--- config.mk ---
export PLATFORM = sky130hd
export DESIGN_NAME = ecc_log_inj
export DESIGN_NICKNAME = d
export VERILOG_FILES = /design/src/rtl/ecc_log_pkg.sv /design/src/rtl/ecc_capture.sv /design/src/rtl/ecc_inject.sv /design/src/rtl/ecc_log_inj.sv
export SDC_FILE = /design/constraint.sdc
export NUM_CORES = 1
export LEC_CHECK = 0
export BUFFER_PORTS_ARGS = -buffer_cell sky130_fd_sc_hd__buf_4
export CAP_MARGIN = 0
export CORE_MARGIN = 2
export CORE_UTILIZATION = 57
export DETAILED_ROUTE_END_ITERATION = 8
export GPL_ROUTABILITY_DRIVEN = 0
export PLACE_DENSITY = 0.79
export SETUP_SLACK_MARGIN = 0.4
export SYNTH_ARGS = -nofsm -noshare
export SYNTH_HDL_FRONTEND = slang
export SYNTH_SLANG_ARGS = --single-unit
--- constraint.sdc ---
create_clock -name clk -period 2.36 [get_ports clk]
set_input_delay 0.118 -clock clk [delete_from_list [all_inputs] [get_ports clk]]
set_output_delay 0.118 -clock clk [all_outputs]
set_load 0.01 [all_outputs]
--- src/rtl/ecc_log_pkg.sv ---
package ecc_log_pkg;
   // Register byte offsets; software decodes these
   localparam int OFF_STAT    = 32'h04;
   localparam int OFF_MASK    = 32'h08;
   localparam int OFF_IEN     = 32'h0C;
   localparam int OFF_IDS     = 32'h10;
   localparam int OFF_CTRL    = 32'h14;
   localparam int OFF_CE_BASE = 32'h1C;
   localparam int OFF_UE_BASE = 32'h34;
   localparam int OFF_PAT     = 32'h4C;
   localparam int OFF_FCNT    = 32'h74;

   // Layout inside one capture set, relative to its base
   localparam int CAP_DATA_REL = 4;
   localparam int CAP_CHK_REL  = 32'h14;
   localparam int CAP_SLOTS    = 4;

   // Status / mask bit positions
   localparam int BIT_CE = 6;
   localparam int BIT_UE = 7;
   localparam int KINDS  = 2;

   typedef enum logic {KIND_CE = 1'b0, KIND_UE = 1'b1} err_kind_e;

   function automatic int cap_base(input int k);
      return (k == int'(KIND_CE)) ? OFF_CE_BASE : OFF_UE_BASE;
   endfunction
endpackage

--- src/rtl/ecc_capture.sv ---
module ecc_capture #(
   parameter int DATA_W = 64,
   parameter int CHK_W  = 8,
   parameter int OFS_W  = 18
) (
   input  logic              clk,
   input  logic              rst_n,
   input  logic              hit,
   input  logic              clr,
   input  logic [OFS_W-1:0]  err_ofs,
   input  logic [DATA_W-1:0] err_data,
   input  logic [CHK_W-1:0]  err_chk,
   output logic              flag,
   output logic [OFS_W-1:0]  ofs_q,
   output logic [DATA_W-1:0] data_q,
   output logic [CHK_W-1:0]  chk_q
);
   logic load;
   assign load = hit && !flag;

   always_ff @(posedge clk) begin
      if (!rst_n) begin
         flag <= 1'b0;
      end else if (hit) begin
         flag <= 1'b1;
      end else if (clr) begin
         flag <= 1'b0;
      end
   end

   always_ff @(posedge clk) begin
      if (!rst_n) begin
         ofs_q  <= '0;
         data_q <= '0;
         chk_q  <= '0;
      end else if (load) begin
         ofs_q  <= err_ofs;
         data_q <= err_data;
         chk_q  <= err_chk;
      end
   end

   // a qualified pulse always leaves the status bit set
   assert_pulse_sets_flag_R2: assert property (@(posedge clk) disable iff (!rst_n)
      hit |=> flag);

   // a set status bit freezes the record
   assert_first_failure_held_R4: assert property (@(posedge clk) disable iff (!rst_n)
      flag |=> ($stable(data_q) && $stable(ofs_q) && $stable(chk_q)));
endmodule

--- src/rtl/ecc_inject.sv ---
module ecc_inject #(
   parameter int DATA_W = 64,
   parameter int CNT_W  = 24
) (
   input  logic                 clk,
   input  logic                 rst_n,
   input  logic [DATA_W/32-1:0] pat_we,
   input  logic                 cnt_we,
   input  logic [31:0]          wdata,
   input  logic                 mem_wr,
   output logic [DATA_W-1:0]    pat,
   output logic [CNT_W-1:0]     cnt,
   output logic [DATA_W-1:0]    flip
);
   localparam int NWORDS = DATA_W / 32;
   localparam logic [CNT_W-1:0] CNT_ONE = CNT_W'(1);

   genvar w;
   generate
      for (w = 0; w < NWORDS; w++) begin : g_pat
         always_ff @(posedge clk) begin
            if (!rst_n) begin
               pat[32*w +: 32] <= '0;
            end else if (pat_we[w]) begin
               pat[32*w +: 32] <= wdata;
            end
         end
      end
   endgenerate

   always_ff @(posedge clk) begin
      if (!rst_n) begin
         cnt <= '0;
      end else if (cnt_we) begin
         cnt <= wdata[CNT_W-1:0];
      end else if (mem_wr && (cnt != '0)) begin
         cnt <= cnt - CNT_ONE;
      end
   end

   assign flip = (mem_wr && (cnt == CNT_ONE)) ? pat : '0;

   // each memory write steps a live count down by one
   assert_count_step_R10: assert property (@(posedge clk) disable iff (!rst_n)
      (mem_wr && (cnt != '0) && !cnt_we) |=> (cnt == $past(cnt) - CNT_ONE));

   // an applied flip leaves the counter spent
   assert_single_shot_R10: assert property (@(posedge clk) disable iff (!rst_n)
      ((flip != '0) && !cnt_we) |=> (cnt == '0));
endmodule

--- src/rtl/ecc_log_inj.sv ---
module ecc_log_inj
   import ecc_log_pkg::*;
#(
   parameter int          DATA_W     = 64,
   parameter int          CHK_W      = 8,
   parameter int          OFS_W      = 18,
   parameter int          CNT_W      = 24,
   parameter int          REG_AW     = 8,
   parameter logic [31:0] MEM_BASE   = 32'hFFFC0000,
   parameter bit          ECC_ON_RST = 1'b1
) (
   input  logic              clk,
   input  logic              rst_n,
   input  logic              reg_wr_en,
   input  logic              reg_rd_en,
   input  logic [REG_AW-1:0] reg_addr,
   input  logic [31:0]       reg_wdata,
   output logic [31:0]       reg_rdata,
   output logic              ecc_on,
   input  logic              err_ce,
   input  logic              err_ue,
   input  logic [OFS_W-1:0]  err_ofs,
   input  logic [DATA_W-1:0] err_data,
   input  logic [CHK_W-1:0]  err_chk,
   input  logic              mem_wr,
   output logic [DATA_W-1:0] inj_flip,
   output logic              irq
);
   localparam int NWORDS = DATA_W / 32;

   generate
      if ((DATA_W % 32) != 0 || DATA_W < 32 || DATA_W > 32 * CAP_SLOTS) begin : g_bad_data_w
         $error("DATA_W must be 32, 64, 96 or 128");
      end
      if (CHK_W < 1 || CHK_W > 32) begin : g_bad_chk_w
         $error("CHK_W must be 1..32");
      end
      if (OFS_W < 1 || OFS_W > 32) begin : g_bad_ofs_w
         $error("OFS_W must be 1..32");
      end
      if (CNT_W < 1 || CNT_W > 32) begin : g_bad_cnt_w
         $error("CNT_W must be 1..32");
      end
      if (REG_AW < 7 || REG_AW > 32) begin : g_bad_reg_aw
         $error("REG_AW must cover offset 0x74");
      end
   endgenerate

   logic [31:0] addr32;
   assign addr32 = 32'(reg_addr);

   // Write decode
   logic we_stat, we_ien, we_ids, we_ctrl, we_cnt;
   logic [NWORDS-1:0] we_pat;
   assign we_stat = reg_wr_en && (addr32 == OFF_STAT);
   assign we_ien  = reg_wr_en && (addr32 == OFF_IEN);
   assign we_ids  = reg_wr_en && (addr32 == OFF_IDS);
   assign we_ctrl = reg_wr_en && (addr32 == OFF_CTRL);
   assign we_cnt  = reg_wr_en && (addr32 == OFF_FCNT);

   always_comb begin
      for (int w = 0; w < NWORDS; w++) begin
         we_pat[w] = reg_wr_en && (addr32 == OFF_PAT + 4 * w);
      end
   end

   // ECC enable
   logic ecc_on_q;
   always_ff @(posedge clk) begin
      if (!rst_n) begin
         ecc_on_q <= ECC_ON_RST;
      end else if (we_ctrl) begin
         ecc_on_q <= reg_wdata[0];
      end
   end
   assign ecc_on = ecc_on_q;

   // Interrupt mask, 1 = masked, index 0 = CE, 1 = UE
   logic [KINDS-1:0] mask_q;
   always_ff @(posedge clk) begin
      if (!rst_n) begin
         mask_q <= '1;
      end else if (we_ien) begin
         mask_q <= mask_q & ~reg_wdata[BIT_UE:BIT_CE];
      end else if (we_ids) begin
         mask_q <= mask_q | reg_wdata[BIT_UE:BIT_CE];
      end
   end

   // Capture sets
   logic [KINDS-1:0]  stat, hits, clrs;
   logic [OFS_W-1:0]  cap_ofs  [KINDS];
   logic [DATA_W-1:0] cap_data [KINDS];
   logic [CHK_W-1:0]  cap_chk  [KINDS];

   assign hits[KIND_CE] = err_ce && ecc_on_q;
   assign hits[KIND_UE] = err_ue && ecc_on_q;
   assign clrs = we_stat ? reg_wdata[BIT_UE:BIT_CE] : '0;

   genvar k;
   generate
      for (k = 0; k < KINDS; k++) begin : g_cap
         ecc_capture #(
            .DATA_W (DATA_W),
            .CHK_W  (CHK_W),
            .OFS_W  (OFS_W)
         ) u_cap (
            .clk      (clk),
            .rst_n    (rst_n),
            .hit      (hits[k]),
            .clr      (clrs[k]),
            .err_ofs  (err_ofs),
            .err_data (err_data),
            .err_chk  (err_chk),
            .flag     (stat[k]),
            .ofs_q    (cap_ofs[k]),
            .data_q   (cap_data[k]),
            .chk_q    (cap_chk[k])
         );
      end
   endgenerate

   // Fault injection
   logic [DATA_W-1:0] pat;
   logic [CNT_W-1:0]  cnt;

   ecc_inject #(
      .DATA_W (DATA_W),
      .CNT_W  (CNT_W)
   ) u_inj (
      .clk    (clk),
      .rst_n  (rst_n),
      .pat_we (we_pat),
      .cnt_we (we_cnt),
      .wdata  (reg_wdata),
      .mem_wr (mem_wr),
      .pat    (pat),
      .cnt    (cnt),
      .flip   (inj_flip)
   );

   assign irq = |(stat & ~mask_q);

   // Read mux
   logic [31:0] rd_d;
   always_comb begin
      rd_d = '0;
      case (addr32)
         OFF_STAT: rd_d[BIT_UE:BIT_CE] = stat;
         OFF_MASK: rd_d[BIT_UE:BIT_CE] = mask_q;
         OFF_CTRL: rd_d[0]             = ecc_on_q;
         OFF_FCNT: rd_d                = 32'(cnt);
         default:  rd_d                = '0;
      endcase
      for (int c = 0; c < KINDS; c++) begin
         if (addr32 == cap_base(c)) begin
            rd_d = MEM_BASE | 32'(cap_ofs[c]);
         end
         for (int s = 0; s < NWORDS; s++) begin
            if (addr32 == cap_base(c) + CAP_DATA_REL + 4 * s) begin
               rd_d = cap_data[c][32*s +: 32];
            end
         end
         if (addr32 == cap_base(c) + CAP_CHK_REL) begin
            rd_d = 32'(cap_chk[c]);
         end
      end
      for (int w = 0; w < NWORDS; w++) begin
         if (addr32 == OFF_PAT + 4 * w) begin
            rd_d = pat[32*w +: 32];
         end
      end
   end

   always_ff @(posedge clk) begin
      if (!rst_n) begin
         reg_rdata <= '0;
      end else if (reg_rd_en) begin
         reg_rdata <= rd_d;
      end
   end

   // with checking off, clear status stays clear
   assert_pulses_ignored_R7: assert property (@(posedge clk) disable iff (!rst_n)
      (!ecc_on_q && (stat == '0)) |=> (stat == '0));
endmodule

=== After elaboration in Yosys (flattened, before gate mapping) ===
Cells that the tools add are included.

* Bits in latches: 0
* Memories kept: 0
* Register bits after elaboration: 305
* Bits in writable memories: 0
* Bits in read-only memories: 0
* Word-level logic and storage cells: 82

* Reduce and logical (&&, ||, !) cells: 21
* Div/mod/pow operators: 0
* Bitwise operators: 5
* Shifts and indexed selects: 0
* Order comparisons: 0
* Equality and inequality tests: 17
* Add/subtract/negate cells: 1
* Multipliers: 0
* Mux-type cells: 24

{| class="wikitable"
|+ Operators by type and width
! operator !! number
|-
| 32-bit 2-to-1 mux || 10
|-
| 64-bit 2-to-1 mux || 1
|-
| 8-bit by 6-bit == test with 1-bit output, second input constant || 6
|-
| 24-bit 2-to-1 mux || 2
|-
| 8-bit by 7-bit == test with 1-bit output, second input constant || 4
|-
| 24-bit by 1-bit == test with 1-bit output, second input constant || 1
|-
| 8-bit by 5-bit == test with 1-bit output, second input constant || 3
|-
| 24-bit nonzero test || 1
|-
| 24-bit by 1-bit subtractor with 24-bit output, second input constant || 1
|-
| 8-bit by 4-bit == test with 1-bit output, second input constant || 2
|-
| 16-bit 2-to-1 mux || 1
|-
| 1-bit logical AND || 13
|-
| 8-bit by 3-bit == test with 1-bit output, second input constant || 1
|-
| 2-bit nonzero test || 4
|-
| 2-bit 2-to-1 mux || 3
|-
| 2-bit case mux with 3 select lines || 1
|-
| 5-bit 2-to-1 mux || 1
|-
| 2-bit bitwise AND || 2
|-
| 1-bit 2-to-1 mux || 4
|-
| 2-bit NOT || 2
|-
| 1-bit zero test || 2
|-
| 2-bit OR || 1
|-
| 1-bit case mux with 2 select lines || 1
|-
| 2-bit OR reduction || 1
|}

=== Depth between registers and ports, before layout ===
* Word-level depth: 12
* Depth in mapped cells: 9
* Gate-level depth less buffers: 7

=== Cells and area by module ===
A second synthesis with hierarchy kept.

* Cell total of the unflattened synthesis: 1,837
* Area, all modules: 15,776.4 µm²

{| class="wikitable"
|+ By module, submodules not included
! module !! seq. area each (µm²) !! times used !! area an instance (µm²) !! cells each
|-
| ecc_capture || 1,821.7 || 2 || 3,794.9 || 394
|-
| ecc_inject || 1,761.7 || 1 || 4,111.4 || 456
|-
| ecc_log_inj || 700.7 || 1 || 4,075.2 || 593
|}

=== Worst setup path after synthesis ===
OpenSTA, ideal clock, no wires.

* Path type: register to output
* Start point: reg u_inj.cnt[17]
* End point: out inj_flip[10]
* Data required time: 2,242 ps
* Stages on the path, launching flop included: 9
* Slack: 378 ps
* Path buffers: 4
* Arrival: 1,864 ps
* Cell sequence: dfxtp_1 -> buf_2 -> nor4_1 -> and2_1 -> buf_2 -> and4_1 -> buf_2 -> clkbuf_1 -> and2_1

* Cells in the longest elaborated chain, start to end: 3

{| class="wikitable"
|+ RTL lines
! element !! RTL line !! text
|-
| from (decl) || ecc_inject.sv:12 || <nowiki>output logic [CNT_W-1:0] cnt,</nowiki>
|-
| from (signal assigned) || ecc_inject.sv:35 || <nowiki>cnt <= wdata[CNT_W-1:0];</nowiki>
|-
| from (signal assigned) || ecc_inject.sv:37 || <nowiki>cnt <= cnt - CNT_ONE;</nowiki>
|-
| 24-bit by 1-bit == test with 1-bit output || ecc_inject.sv:41 || <nowiki>assign flip = (mem_wr && (cnt == CNT_ONE)) ? pat : '0;</nowiki>
|-
| 1-bit logical AND || ecc_inject.sv:41 ||
|-
| 64-bit 2-to-1 mux || ecc_inject.sv:41 ||
|-
| to (decl) || ecc_log_inj.sv:26 || <nowiki>output logic [DATA_W-1:0] inj_flip,</nowiki>
|}

No other way between the ends.

=== Worst setup path in the final report ===
* Start point: reg u_inj.cnt[8]
* End point: out inj_flip[2]

The elaborated chain is that of the path after synthesis.

==> results.md <==
- Setup WS post-layout: -0.177 ns
- Top cells by area in the synthesized netlist: dfxtp_1, nand2_1, a21oi_1, o21ai_0, clkbuf_1
- Cell area after layout: 19300 um^2
- Final routed wire length divided by cell count: 21.4 um
- First-pass GRT wire length: 83400 um
- DRC: 0
- Static leakage power: 0.00739 uW
- Synthesized area divided by synthesized cell count: 7.34 um^2
- Count of endpoints failing setup in the final report: 67
- Worst slew slack as a fraction of its limit: 52.6%
- Aggregate routed wire length: 56000 um
- Clock sink count: 305
- Ports: 235
- Worst Skew: 0.0248 ns
- Unique masters post-synth: 68
- Violated checks: setup timing
- Pin count of the biggest net entering global routing: 135
- Most used standard cell by instance count after synthesis: nand2_1
- Class of the most critical setup path: reg2out
- Maximum buffer depth of the clock tree: 3
- Worst Path Required: 2.24 ns
- Worst-case vdd ir drop: 0.000586 V
- Register bit count reported by yosys: 305
- Filler cells: 1713
- Antenna violations before repair: 2
- Min Hold Slack: 0.00865 ns
- Initial Util: 58.4%
- Detailed Place HPWL: 36600 um
- Die span in y: 162 um
- Hold path start: mem_wr
- Detail Route Antenna Nets: 0
- Classification of the worst-slack hold path: in2reg
- Proportion of register bits with asynchronous set or reset after synthesis: 0%
- Clock transition time at the flip-flop clock pins of the worst setup and hold paths: 0.06 ns
- Sequential cell area: 6130 um^2
- Post-Syn Nets: 2078
- Final count of pins violating max slew: 0
- Number of flops mapped to enable cells by yosys: 0
- CTS tree: built
- Diodes inserted: 0
- Combined area of all synthesized cells: 14200 um^2
- Core Box Area: 24400 um^2
- Largest driver fanout on the critical path: 13
- Result of the run: finished with violations
- Power, Total: 16000 uW
- Share of the yosys chip area belonging to registers: 42.9%
- Minimum clock period after layout: 2.54 ns
- Synth-to-layout area growth: 35.6%
- Leftover overflow at the end of global routing: 0
- Portion of the clock cycle consumed by the worst path in the final layout: 108%
- Total Die Area: 26300 um^2
- Router iterations before antenna repair: 8
- Clk_lat worst skew: 0.59 ns
- Yosys top cell by area: dfxtp_1
- Site Rows: 57
- Syn Inst Count: 1939
- Ratio of cells with drive above 1 in the final layout: 19.6%
- Worst path arrival time: 2.42 ns
- Worst r2r src: u_inj.cnt[8]$_SDFFE_PN0P_
- Launching element type of the critical path: register
- Violation count after the first detailed-route iteration: 2481
- Width of the chip: 162 um
- Buffer type at the clock tree root: clkbuf_16
- Number of H-tree levels: 1
- CTS Buf Count: 31
- DR vias/cell: 6.26
- Power density over the cells: 829 nW/um^2
- Share of Yosys cell area claimed by the top area cell type: 42.9%
- Fin nets: 2412
- Max-Cap Viols: 0
- Startpoint of the worst setup timing path: u_inj.cnt[8]$_SDFFE_PN0P_
- Primary flip-flop cell chosen by synthesis mapping: dfxtp_1
- Number of input and output port buffers inserted: 234
- Slew at the pin closest to its max-slew limit: 0.706 ns
- Final Hold Violating Endpoints: 0
- Fmax: 394 MHz
- Pre-CTS WS: 0.224 ns
- Number of global-route vias before repair: 14900
- Unrepaired setup endpoints after global routing: yes
- All-Layer GR Usage: 40.3%
- Vias post-DR: 16400
- Total area of multi-input combinational cells: 7760 um^2
- Commonest cells in the netlist: nand2_1, a21oi_1, dfxtp_1
- Number of synthesis warnings: 0
- TNS Setup: -8.33 ns
- Post-detailed-placement cell area: 16500 um^2
- Nature of the critical path endpoint: output port
## layout by cell type, fill, tap and decap left out, types with 11 or more instances in the layout
| cell | instances |
|---|---|
| o21ai_0 | 104 |
| o21a_1 | 12 |
| buf_6 | 11 |
| mux2i_1 | 18 |
| a211oi_1 | 28 |
| a21oi_1 | 358 |
| o31ai_1 | 29 |
| dlygate4sd3_1 | 126 |
| xnor2_1 | 16 |
| nand3_1 | 12 |
| o211ai_1 | 13 |
| a31oi_1 | 11 |
| buf_4 | 311 |
| nor2_1 | 68 |
| and2_1 | 63 |
| a22oi_1 | 14 |
| dfxtp_1 | 296 |
| nor3_1 | 29 |
| clkbuf_16 | 31 |
| inv_1 | 15 |
| or3_1 | 12 |
| nand2_1 | 542 |
## worst max-delay path: stages (launching register included)
cell and delay (ns):
dfxtp_2 0.34, nor4_4 0.37, nand4_2 0.19, nor2_2 0.16, and4_4 0.31, buf_4 0.20, and2_1 0.16, buf_4 0.12
## cells by family (layout without fill, tap and decap cells)
group	count (synthesis)	after routing	share of synthesized area, %
simple gates	805	805	24.9
compound gates	619	619	24.9
flops	305	305	42.9
buf+inv	171	529	4.61
mux	19	19	1.34
xor+xnor	18	18	1.11
fa+ha+maj	2	2	0.176
## state kept, by name, summed over array words and instances, names as in the netlist, named ones only
| register | flops |
|---|---|
| g_cap.u_cap.chk_q | 16 |
| u_inj.pat | 64 |
| reg_rdata | 32 |
| ecc_on | 1 |
| g_cap.u_cap.flag | 2 |
| u_inj.cnt | 24 |
| g_cap.u_cap.data_q | 128 |
| g_cap.u_cap.ofs_q | 36 |
## layer usage
layer	up-vias	part of all wire, %	GRT usage (%)
li1	7342	-	-
met1	7581	37	54.4
met2	1241	44	61.9
met3	238	13	9.12
met4	4	5.4	17.8
met5	-	0.048	0
## report_power, final
part	internal (uW)	switching, uW
registers	5550	497
logic	2160	2650
clock network	3040	2110
total	10700	5260
## per-stage QoR
| stage | util (%) | std cells |
|---|---|---|
| floorplan | - | 1939 |
| global placement | 67.7 | 2417 |
| detailed placement | 67.7 | 2417 |
| CTS | 78.0 | 2610 |
| global route | 79.1 | 2621 |
| finish | 79.1 | 2621 |
## repair_timing
item | 4_1_cts | 5_1_grt
resized for setup | 34 | 41
pin swaps | 15 | 22
endpoints found under the setup margin | 77 | 83
gates cloned | 1 | 0
setup buffers | 9 | 11
endpoints found under the hold margin | 277 | 0
hold buffers | 126 | 0
## worst paths after layout
| kind | endpoint | slack (ns) | cells past startpoint |
|---|---|---|---|
| hold reg to reg | g_cap[0].u_cap.data_q[63]$_SDFFE_PN0P_ | 0.45 | 2 |
| setup / recovery | inj_flip[2] | -0.18 | 7 |
| setup reg to reg | u_inj.cnt[20]$_SDFFE_PN0P_ | -0.16 | 9 |
| hold / removal | u_inj.cnt[0]$_SDFFE_PN0P_ | 0.009 | 4 |
## cell type report
cell class / count / share of cell area [%]
Multi-Input combinational cell: 1463 / 40.2
Tap cell: 324 / 2.10
Clock buffer: 45 / 4.60
Clock inverter: 12 / 0.862
Inverter: 16 / 0.337
Sequential cell: 305 / 31.7
Timing Repair Buffer: 456 / 20.1
Note: power is estimated with default switching activity, not from simulation.
